File: src/rtl/trie_lpm_pkg.sv
package trie_lpm_pkg;

  typedef struct packed {
    logic load;
    logic step;
    logic finish;
  } walk_strobe_t;

  typedef enum logic [0:0] {
    ST_IDLE = 1'b0,
    ST_WALK = 1'b1
  } walk_state_t;

endpackage

File: src/rtl/trie_node_store.sv
module trie_node_store #(
  parameter int NODE_CNT = 64,
  parameter int IDX_W    = 6,
  parameter int NODE_W   = 17
) (
  input  logic              clk,
  input  logic              rst,
  input  logic              we,
  input  logic [IDX_W-1:0]  wrAddr,
  input  logic [NODE_W-1:0] wrData,
  input  logic [IDX_W-1:0]  rdIdx,
  output logic [NODE_W-1:0] rdWord
);

  localparam int FLAT_W = NODE_CNT * NODE_W;

  logic [FLAT_W-1:0] flatWords;

  for (genvar i = 0; i < NODE_CNT; i++) begin : g_word
    logic [NODE_W-1:0] wordQ;

    always_ff @(posedge clk) begin
      if (rst) begin
        wordQ <= '0;
      end else if (we && (wrAddr == IDX_W'(i))) begin
        wordQ <= wrData;
      end
    end

    assign flatWords[i*NODE_W +: NODE_W] = wordQ;
  end

  assign rdWord = flatWords[rdIdx*NODE_W +: NODE_W];

endmodule

File: src/rtl/trie_walk_ctrl.sv
module trie_walk_ctrl
  import trie_lpm_pkg::*;
(
  input  logic         clk,
  input  logic         rst,
  input  logic         start,
  input  logic         wrEn,
  input  logic         stopNow,
  output walk_strobe_t strobe,
  output logic         busy,
  output logic         memWe
);

  walk_state_t stateQ;
  walk_state_t stateD;
  logic        isIdle;

  assign isIdle = (stateQ == ST_IDLE);

  always_comb begin
    strobe.load   = isIdle && start;
    strobe.step   = !isIdle && !stopNow;
    strobe.finish = !isIdle && stopNow;
  end

  always_comb begin
    stateD = stateQ;
    if (strobe.load) begin
      stateD = ST_WALK;
    end else if (strobe.finish) begin
      stateD = ST_IDLE;
    end
  end

  always_ff @(posedge clk) begin
    if (rst) begin
      stateQ <= ST_IDLE;
    end else begin
      stateQ <= stateD;
    end
  end

  assign busy  = !isIdle;
  assign memWe = isIdle && wrEn;

endmodule

File: src/rtl/trie_walk_dp.sv
module trie_walk_dp
  import trie_lpm_pkg::*;
#(
  parameter int KEY_W   = 32,
  parameter int PORT_W  = 4,
  parameter int IDX_W   = 6,
  parameter int DEPTH_W = 6,
  parameter int NODE_W  = 17
) (
  input  logic              clk,
  input  logic              rst,
  input  walk_strobe_t      strobe,
  input  logic [KEY_W-1:0]  startKey,
  input  logic [NODE_W-1:0] nodeWord,
  output logic [IDX_W-1:0]  rdIdx,
  output logic              stopNow,
  output logic              resValid,
  output logic [PORT_W-1:0] resPort,
  output logic              resMiss
);

  localparam logic [DEPTH_W-1:0] LAST_DEPTH = DEPTH_W'(KEY_W);

  logic [KEY_W-1:0]   keyQ;
  logic [IDX_W-1:0]   curIdxQ;
  logic [DEPTH_W-1:0] depthQ;
  logic               foundQ;
  logic [PORT_W-1:0]  bestPortQ;

  logic               nodeValid;
  logic [PORT_W-1:0]  nodePort;
  logic [IDX_W-1:0]   nodeLeft;
  logic [IDX_W-1:0]   nodeRight;
  logic [IDX_W-1:0]   childIdx;
  logic               outOfBits;
  logic               mergedFound;
  logic [PORT_W-1:0]  mergedPort;

  assign nodeValid = nodeWord[NODE_W-1];
  assign nodePort  = nodeWord[NODE_W-2 -: PORT_W];
  assign nodeLeft  = nodeWord[2*IDX_W-1 -: IDX_W];
  assign nodeRight = nodeWord[IDX_W-1:0];

  assign childIdx    = keyQ[KEY_W-1] ? nodeRight : nodeLeft;
  assign outOfBits   = (depthQ == LAST_DEPTH);
  assign stopNow     = outOfBits || (childIdx == '0);
  assign mergedFound = foundQ || nodeValid;
  assign mergedPort  = nodeValid ? nodePort : bestPortQ;
  assign rdIdx       = curIdxQ;

  always_ff @(posedge clk) begin
    if (rst) begin
      keyQ      <= '0;
      curIdxQ   <= '0;
      depthQ    <= '0;
      foundQ    <= 1'b0;
      bestPortQ <= '0;
    end else if (strobe.load) begin
      keyQ      <= startKey;
      curIdxQ   <= '0;
      depthQ    <= '0;
      foundQ    <= 1'b0;
      bestPortQ <= '0;
    end else if (strobe.step) begin
      keyQ      <= keyQ << 1;
      curIdxQ   <= childIdx;
      depthQ    <= depthQ + 1'b1;
      foundQ    <= mergedFound;
      bestPortQ <= mergedPort;
    end
  end

  always_ff @(posedge clk) begin
    if (rst) begin
      resValid <= 1'b0;
      resPort  <= '0;
      resMiss  <= 1'b0;
    end else begin
      resValid <= strobe.finish;
      if (strobe.finish) begin
        resPort <= mergedFound ? mergedPort : '0;
        resMiss <= !mergedFound;
      end
    end
  end

endmodule

File: src/rtl/prefix_trie_lookup.sv
module prefix_trie_lookup
  import trie_lpm_pkg::*;
#(
  parameter int KEY_W    = 32,
  parameter int PORT_W   = 4,
  parameter int NODE_CNT = 64,
  parameter int IDX_W    = $clog2(NODE_CNT),
  parameter int NODE_W   = 1 + PORT_W + 2 * IDX_W
) (
  input  logic              clk,
  input  logic              rst,
  input  logic              start,
  input  logic [KEY_W-1:0]  key,
  output logic              busy,
  output logic              resValid,
  output logic [PORT_W-1:0] resPort,
  output logic              resMiss,
  input  logic              wrEn,
  input  logic [IDX_W-1:0]  wrAddr,
  input  logic [NODE_W-1:0] wrData
);

  localparam int DEPTH_W = $clog2(KEY_W + 1);

  walk_strobe_t      strobe;
  logic              stopNow;
  logic              memWe;
  logic [IDX_W-1:0]  rdIdx;
  logic [NODE_W-1:0] nodeWord;

  trie_walk_ctrl ctrl_i (
    .clk    (clk),
    .rst    (rst),
    .start  (start),
    .wrEn   (wrEn),
    .stopNow(stopNow),
    .strobe (strobe),
    .busy   (busy),
    .memWe  (memWe)
  );

  trie_node_store #(
    .NODE_CNT(NODE_CNT),
    .IDX_W   (IDX_W),
    .NODE_W  (NODE_W)
  ) store_i (
    .clk   (clk),
    .rst   (rst),
    .we    (memWe),
    .wrAddr(wrAddr),
    .wrData(wrData),
    .rdIdx (rdIdx),
    .rdWord(nodeWord)
  );

  trie_walk_dp #(
    .KEY_W  (KEY_W),
    .PORT_W (PORT_W),
    .IDX_W  (IDX_W),
    .DEPTH_W(DEPTH_W),
    .NODE_W (NODE_W)
  ) dp_i (
    .clk     (clk),
    .rst     (rst),
    .strobe  (strobe),
    .startKey(key),
    .nodeWord(nodeWord),
    .rdIdx   (rdIdx),
    .stopNow (stopNow),
    .resValid(resValid),
    .resPort (resPort),
    .resMiss (resMiss)
  );

endmodule

File: config.mk
export PLATFORM = sky130hd
export DESIGN_NAME = prefix_trie_lookup
export DESIGN_NICKNAME = d
export VERILOG_FILES = /design/src/rtl/trie_lpm_pkg.sv /design/src/rtl/trie_node_store.sv /design/src/rtl/trie_walk_ctrl.sv /design/src/rtl/trie_walk_dp.sv /design/src/rtl/prefix_trie_lookup.sv
export SDC_FILE = /design/constraint.sdc
export NUM_CORES = 2
export LEC_CHECK = 0
export ABC_AREA = 1
export BUFFER_PORTS_ARGS = -buffer_cell sky130_fd_sc_hd__buf_2
export CAP_MARGIN = 20
export CELL_PAD_IN_SITES_DETAIL_PLACEMENT = 1
export CELL_PAD_IN_SITES_GLOBAL_PLACEMENT = 2
export CORE_MARGIN = 3
export CORE_UTILIZATION = 36
export CTS_CLUSTER_SIZE = 40
export DETAILED_ROUTE_END_ITERATION = 8
export PLACE_DENSITY_LB_ADDON = 0.1
export SLEW_MARGIN = 20
export SYNTH_ARGS = -nofsm -noshare
export SYNTH_HDL_FRONTEND = slang
export SYNTH_SLANG_ARGS = --single-unit
File: constraint.sdc
create_clock -name clk -period 2.9 [get_ports clk]
set_input_delay 0.58 -clock clk [delete_from_list [all_inputs] [get_ports clk]]
set_output_delay 0.58 -clock clk [all_outputs]
set_load 0.05 [all_outputs]
# Word level (Yosys, flattened, before mapping)
# Cells that the tools add are included.
# word_totals
ff_bits,1144
latch_bits,0
ramBits,0
mem_bits_ro,0
inputBits,59
output_inout_bits,7
elab_cells,225
memories,0
# classes
n_addsub,1
mul,1
div,0
magnitude_cmp,0
eq_ne,64
shifts,1
muxes,7
bitwise_logic,1
n_reduce_logical,77
# ops
cell,count
variable part select 1088 x 12 -> 17 bit,1
== test 6 bit (second input constant),33
== test 6 x 5 -> 1 bit (second input constant),16
logical AND 1 bit,68
2-to-1 mux 32 bit,2
== test 6 x 4 -> 1 bit (second input constant),8
== test 6 x 3 -> 1 bit (second input constant),4
== test 6 x 2 -> 1 bit (second input constant),2
zero test 6 bit,2
multiplier 6 x 5 -> 11 bit (second input constant),1
2-to-1 mux 4 bit,2
adder 6 x 1 -> 6 bit (second input constant),1
== test 6 x 1 -> 1 bit (second input constant),1
2-to-1 mux 6 bit,1
nonzero test 2 bit,2
zero test 1 bit,2
logical OR 1 bit,2
2-to-1 mux 1 bit,2
OR reduction 2 bit,1
inverter 1 bit,1

# Longest topological paths before layout
# depth
ltp_word,9
mapped_depth,22
ltp_nobuf,18

# Cells and area by module
# A second synthesis with hierarchy kept.
# unflattened
hier_cells,7840
area_unflattened_um2,51896.0
# by_module_without_submodules
module,n_inst,cells_each,area_each_um2,seq_area_each_um2
trie_node_store,1,7445,49253.5,21780.9
trie_walk_dp,1,382,2566.2,1101.1
trie_walk_ctrl,1,13,76.3,20.0

# Worst setup path before layout
# OpenSTA, ideal clock, no wires.
# synth_path
path_type,reg2reg
start,"register ctrl_i.stateQ, in the netlist ctrl_i.busy"
end,register store_i.g_word[29].wordQ[12]
setup_time_ns,0.116
arrival_time_ns,2.262
required_time_ns,2.784
setup_slack_ns,0.523
path_stages_with_launch,11
n_path_buf,2
synth_period_minus_slack_ns,2.377
path_cell_list,dfxtp_1 > inv_1 > nand2_1 > nor3_2 > inv_1 > buf_2 > nor2_1 > clkinv_1 > buf_2 > nor2_1 > nor2_1
# synth_via
elab_chain_cells,3
# synth_rtl
element,line_no,rtl
start: declaration,trie_walk_ctrl.sv:14,walk_state_t stateQ;
start signal: assignment,trie_walk_ctrl.sv:39,stateQ <= stateD;
inverter 1 bit,trie_walk_ctrl.sv:18,assign isIdle = (stateQ == ST_IDLE);
logical AND 1 bit,trie_walk_ctrl.sv:44,assign memWe = isIdle && wrEn;
logical AND 1 bit,trie_node_store.sv:25,end else if (we && (wrAddr == IDX_W'(i))) begin
end signal: assignment,trie_node_store.sv:26,wordQ <= wrData;
end: declaration,trie_node_store.sv:20,logic [NODE_W-1:0] wordQ;
# Every way passes these cells.
# A chain may end at the register's enable or synchronous reset.

# Final worst setup path
# layout_path
start,"register dp_i.curIdxQ[0], in the netlist dp_i.rdIdx[0]"
end,register dp_i.keyQ[28]
# layout_via
elab_chain_cells,8
# layout_rtl
element,line_no,rtl
start: declaration,trie_walk_dp.sv:25,logic [IDX_W-1:0] curIdxQ;
start signal: assignment,trie_walk_dp.sv:66,curIdxQ <= childIdx;
multiplier 6 x 5 -> 11 bit,trie_node_store.sv:33,assign rdWord = flatWords[rdIdx*NODE_W +: NODE_W];
variable part select 1088 x 12 -> 17 bit,trie_node_store.sv:33,
2-to-1 mux 6 bit,trie_walk_dp.sv:44,assign childIdx = keyQ[KEY_W-1] ? nodeRight : nodeLeft;
zero test 6 bit,trie_walk_dp.sv:46,assign stopNow = outOfBits || (childIdx == '0);
logical OR 1 bit,trie_walk_dp.sv:46,
zero test 1 bit,trie_walk_ctrl.sv:22,strobe.step = !isIdle && !stopNow;
logical AND 1 bit,trie_walk_ctrl.sv:22,
nonzero test 2 bit (no source line),n/a,
end signal: assignment,trie_walk_dp.sv:59,keyQ <= startKey;
end signal: assignment,trie_walk_dp.sv:65,keyQ <= keyQ << 1;
end: declaration,trie_walk_dp.sv:24,logic [KEY_W-1:0] keyQ;
# Every way passes these cells.

==> results_dict.tcl <==
set metrics [dict create \
    pre_cts_slack_ns -0.634 \
    antenna_found_initial 2 \
    grt_util_all_layers 0.310 \
    dr.pass1.iters 5 \
    maxSlewViolCount 0 \
    fp.dieW_um 381 \
    synth_top_area_frac 0.452 \
    place.gp.congestion 0.866 \
    end_kind "register" \
    clkSinkCount 1144 \
    multiInputGateArea_mm2 0.0262 \
    hold_viol_final 0 \
    grt_pass1_wl_mm 347 \
    nFillCells 17500 \
    synth.largest_area_cell "dfxtp_1" \
    crit_type "reg -> reg" \
    clk_latency_ns 0.78 \
    yosys-top-cells-area "dfxtp_1, nor2_1, o21ai_0" \
    violations "negative setup slack" \
    cp.arrival_ns 3.76 \
    core_area_mm2 0.140 \
    hpwl_mm 148 \
    dieArea_mm2 0.145 \
    synth_xor_area_frac 0.000691 \
    first_global_vias 53700 \
    cts_tree "yes" \
    regArea_mm2 0.0229 \
    synth.cell_area_mm2 0.0507 \
    cts-root-buf "clkbuf_16" \
    slew_headroom 0.411 \
    worstMarginPinSlew_ns 0.880 \
    synth.avg_cell_area_um2 6.64 \
    power.leakage_nw 27.4 \
    crit_chain "buf_12 > buf_12 > buf_12 > buf_12 > nand2_1 > nand3_1 > nand3_1 > nand3_2 > nand2_1 > nand2_2 > nand3_4 > nand3_2 > nand2_2 > nand2_2 > nor2_4 > nand2_4 > nand3_4 > buf_12 > nand2_8 > clkbuf_16 > nand2_1 > a21oi_1" \
    worst_path_largest_cell_delay_ns 0.36 \
    placed_area_mm2 0.0557 \
    ctsHtreeMaxLevel 4 \
    drc 0 \
    vias 54000 \
    max_freq_mhz 326 \
    setup_viol 51 \
    period_share 1.06 \
    async_flop_share 0 \
    final_layout_size_suffix_gt1_frac 0.150 \
    post-synth-top-count-cell "nor2_1" \
    grt_max_degree 110 \
    nNetsFinal 7841 \
    synth_compound_area_frac 0.146 \
    min_path_type "in -> reg" \
    slowest_stage "dfxtp_4" \
    synth_edf_count 0 \
    status "finished, violations left" \
    drt_iter0_drc 4516 \
    grt-ovfl-total 0 \
    drt_wl_total_mm 236 \
    worstSetupStartpointType "register" \
    rows 137 \
    vdd_drop_max_mv 0.420 \
    maxCapViolCount 0 \
    pin_count 66 \
    ys_dominant_reg_cell "dfxtp_1" \
    syn_inst 7636 \
    numCtsBuffers 142 \
    ys_seq_area_frac 0.452 \
    design_area_mm2 0.0636 \
    ys_ff_latch 1144 \
    wl_per_cell_um 24.2 \
    synthSimpleGateAreaFrac 0.338 \
    synth.area.mux_share 0 \
    rsz0062_at_grt "yes" \
    critPathMaxFanout 12 \
    ys_warn_count 0 \
    synth_top_family_by_area "simple AND/OR/NAND/NOR gates" \
    place.port_buffers 65 \
    skew_ns 0.0257 \
    ys_top_cells_by_count "nor2_1, o21ai_0, dfxtp_1" \
    cp.required_ns 3.59 \
    vias_per_cell 5.53 \
    syn_nets 7697 \
    antenna_left 0 \
    powerDensity_mw_per_mm2 653 \
    clk_pin_slew_worst_paths_ns 0.06 \
    die_h_um 381 \
    synthDistinctLibCells 32 \
    start_util 0.363 \
    synthAdderAreaFrac 0.000494 \
    fin_crit_ns 3.06 \
    crit_top_cell "buf_12" \
    setup_ws_ns -0.163 \
    cts.path.max_buffers 3 \
    area_growth_pct 25.5 \
]
[power by group]
group | total (W) | switching, W | leakage [nW] | internal (W)
clock network | 0.0179 | 0.00735 | 2.29 | 0.0106
registers | 0.0160 | 0.000114 | 9.23 | 0.0159
logic | 0.00760 | 0.00485 | 15.9 | 0.00275
total | 0.0415 | 0.0123 | 27.4 | 0.0292
[final timing paths]
kind / startpoint / end / slack (ns) / cells past startpoint
setup / recovery: dp_i.rdIdx[0]$_SDFFE_PP0P_ / dp_i.keyQ[28]$_SDFFE_PP0P_ / -0.16 / 22
hold / removal: key[0] / dp_i.keyQ[0]$_SDFFE_PP0P_ / 0.07 / 3
setup reg to reg: dp_i.rdIdx[0]$_SDFFE_PP0P_ / dp_i.keyQ[28]$_SDFFE_PP0P_ / -0.16 / 22
hold reg to reg: store_i.g_word[31].wordQ[6]$_SDFFE_PP0P_ / store_i.g_word[31].wordQ[6]$_SDFFE_PP0P_ / 0.47 / 2
[metrics by stage]
| step | cells | setup TNS, ns | total power, W | hold WS (ns) | utilization |
|---|---|---|---|---|---|
| 3_5_place_dp | 9444 | -30.10 | 0.0224 | 0.460 | 0.399 |
| 4_1_cts | 9732 | -4.58 | 0.0410 | 0.0300 | 0.441 |
| 5_1_grt | 9764 | -10.33 | 0.0429 | 0.0743 | 0.455 |
| 3_3_place_gp | 9444 | -27.24 | 0.0224 | 0.449 | 0.399 |
| 6_report | 9765 | -5.71 | 0.0415 | 0.0743 | 0.455 |
| 2_1_floorplan | 7636 | 0 | 0.0194 | 0.441 | - |
[flip-flops by register name, indices dropped and copies added, names as in the netlist]
name	cells
dp_i.depthQ	6
dp_i.resValid	1
dp_i.bestPortQ	4
store_i.g_word.wordQ	1088
dp_i.resMiss	1
dp_i.rdIdx	6
dp_i.foundQ	1
ctrl_i.busy	1
dp_i.resPort	4
dp_i.keyQ	32
[layout by cell type (no fill, tap or decap), types with 41 or more instances in the layout]
cell       instances
buf_2             49
nand2_2           64
nand3_2          193
inv_1             41
nand3_1          568
buf_4            393
a21oi_1           59
clkbuf_16        163
dfxtp_1         1139
buf_12           107
o21ai_0         1261
nor2_1          2420
nand2_1          987
o22ai_1           85
clkinv_1          64
[timing repair]
action,CTS,global route
gates cloned,13,17
hold buffers,0,0
resized for setup,134,343
endpoints found under the hold margin,0,0
setup buffers,24,18
pin swaps,14,52
setup endpoints to repair,56,73
[cells by family (layout without fill, tap and decap cells)]
kind of cell	after synthesis	after routing
AO/OA/AOI/OAI	1451	1451
XOR/XNOR	4	4
adder cells (fa/ha/maj)	2	2
buffers and inverters	745	997
flip-flops	1144	1144
other	0	1
AND/OR/NAND/NOR	4290	4290
[cell type report]
| cell class | instances | share of cell area |
|---|---|---|
| Antenna cell | 1 | 0.0000393 |
| Clock buffer | 207 | 0.0662 |
| Tap cell | 1876 | 0.0369 |
| Timing Repair Buffer | 631 | 0.109 |
| Multi-Input combinational cell | 5747 | 0.413 |
| Timing Repair inverter | 2 | 0.000570 |
| Clock inverter | 45 | 0.00655 |
| Sequential cell | 1144 | 0.360 |
| Inverter | 112 | 0.00753 |
[metal layers]
layer / track usage / part of all wire
met5: 0 / 0
met4: 0.126 / 0.040
met3: 0.0495 / 0.056
met2: 0.485 / 0.45
met1: 0.426 / 0.46
[worst max-delay path: cells and delay by family, from the launching register on]
| kind | cells | cell delay (ns) |
|---|---|---|
| AND/OR/NAND/NOR | 15 | 1.44 |
| AO/OA/AOI/OAI | 1 | 0.15 |
| flip-flops | 1 | 0.36 |
| buffers and inverters | 6 | 0.99 |
(Power assumes the default switching activity.)
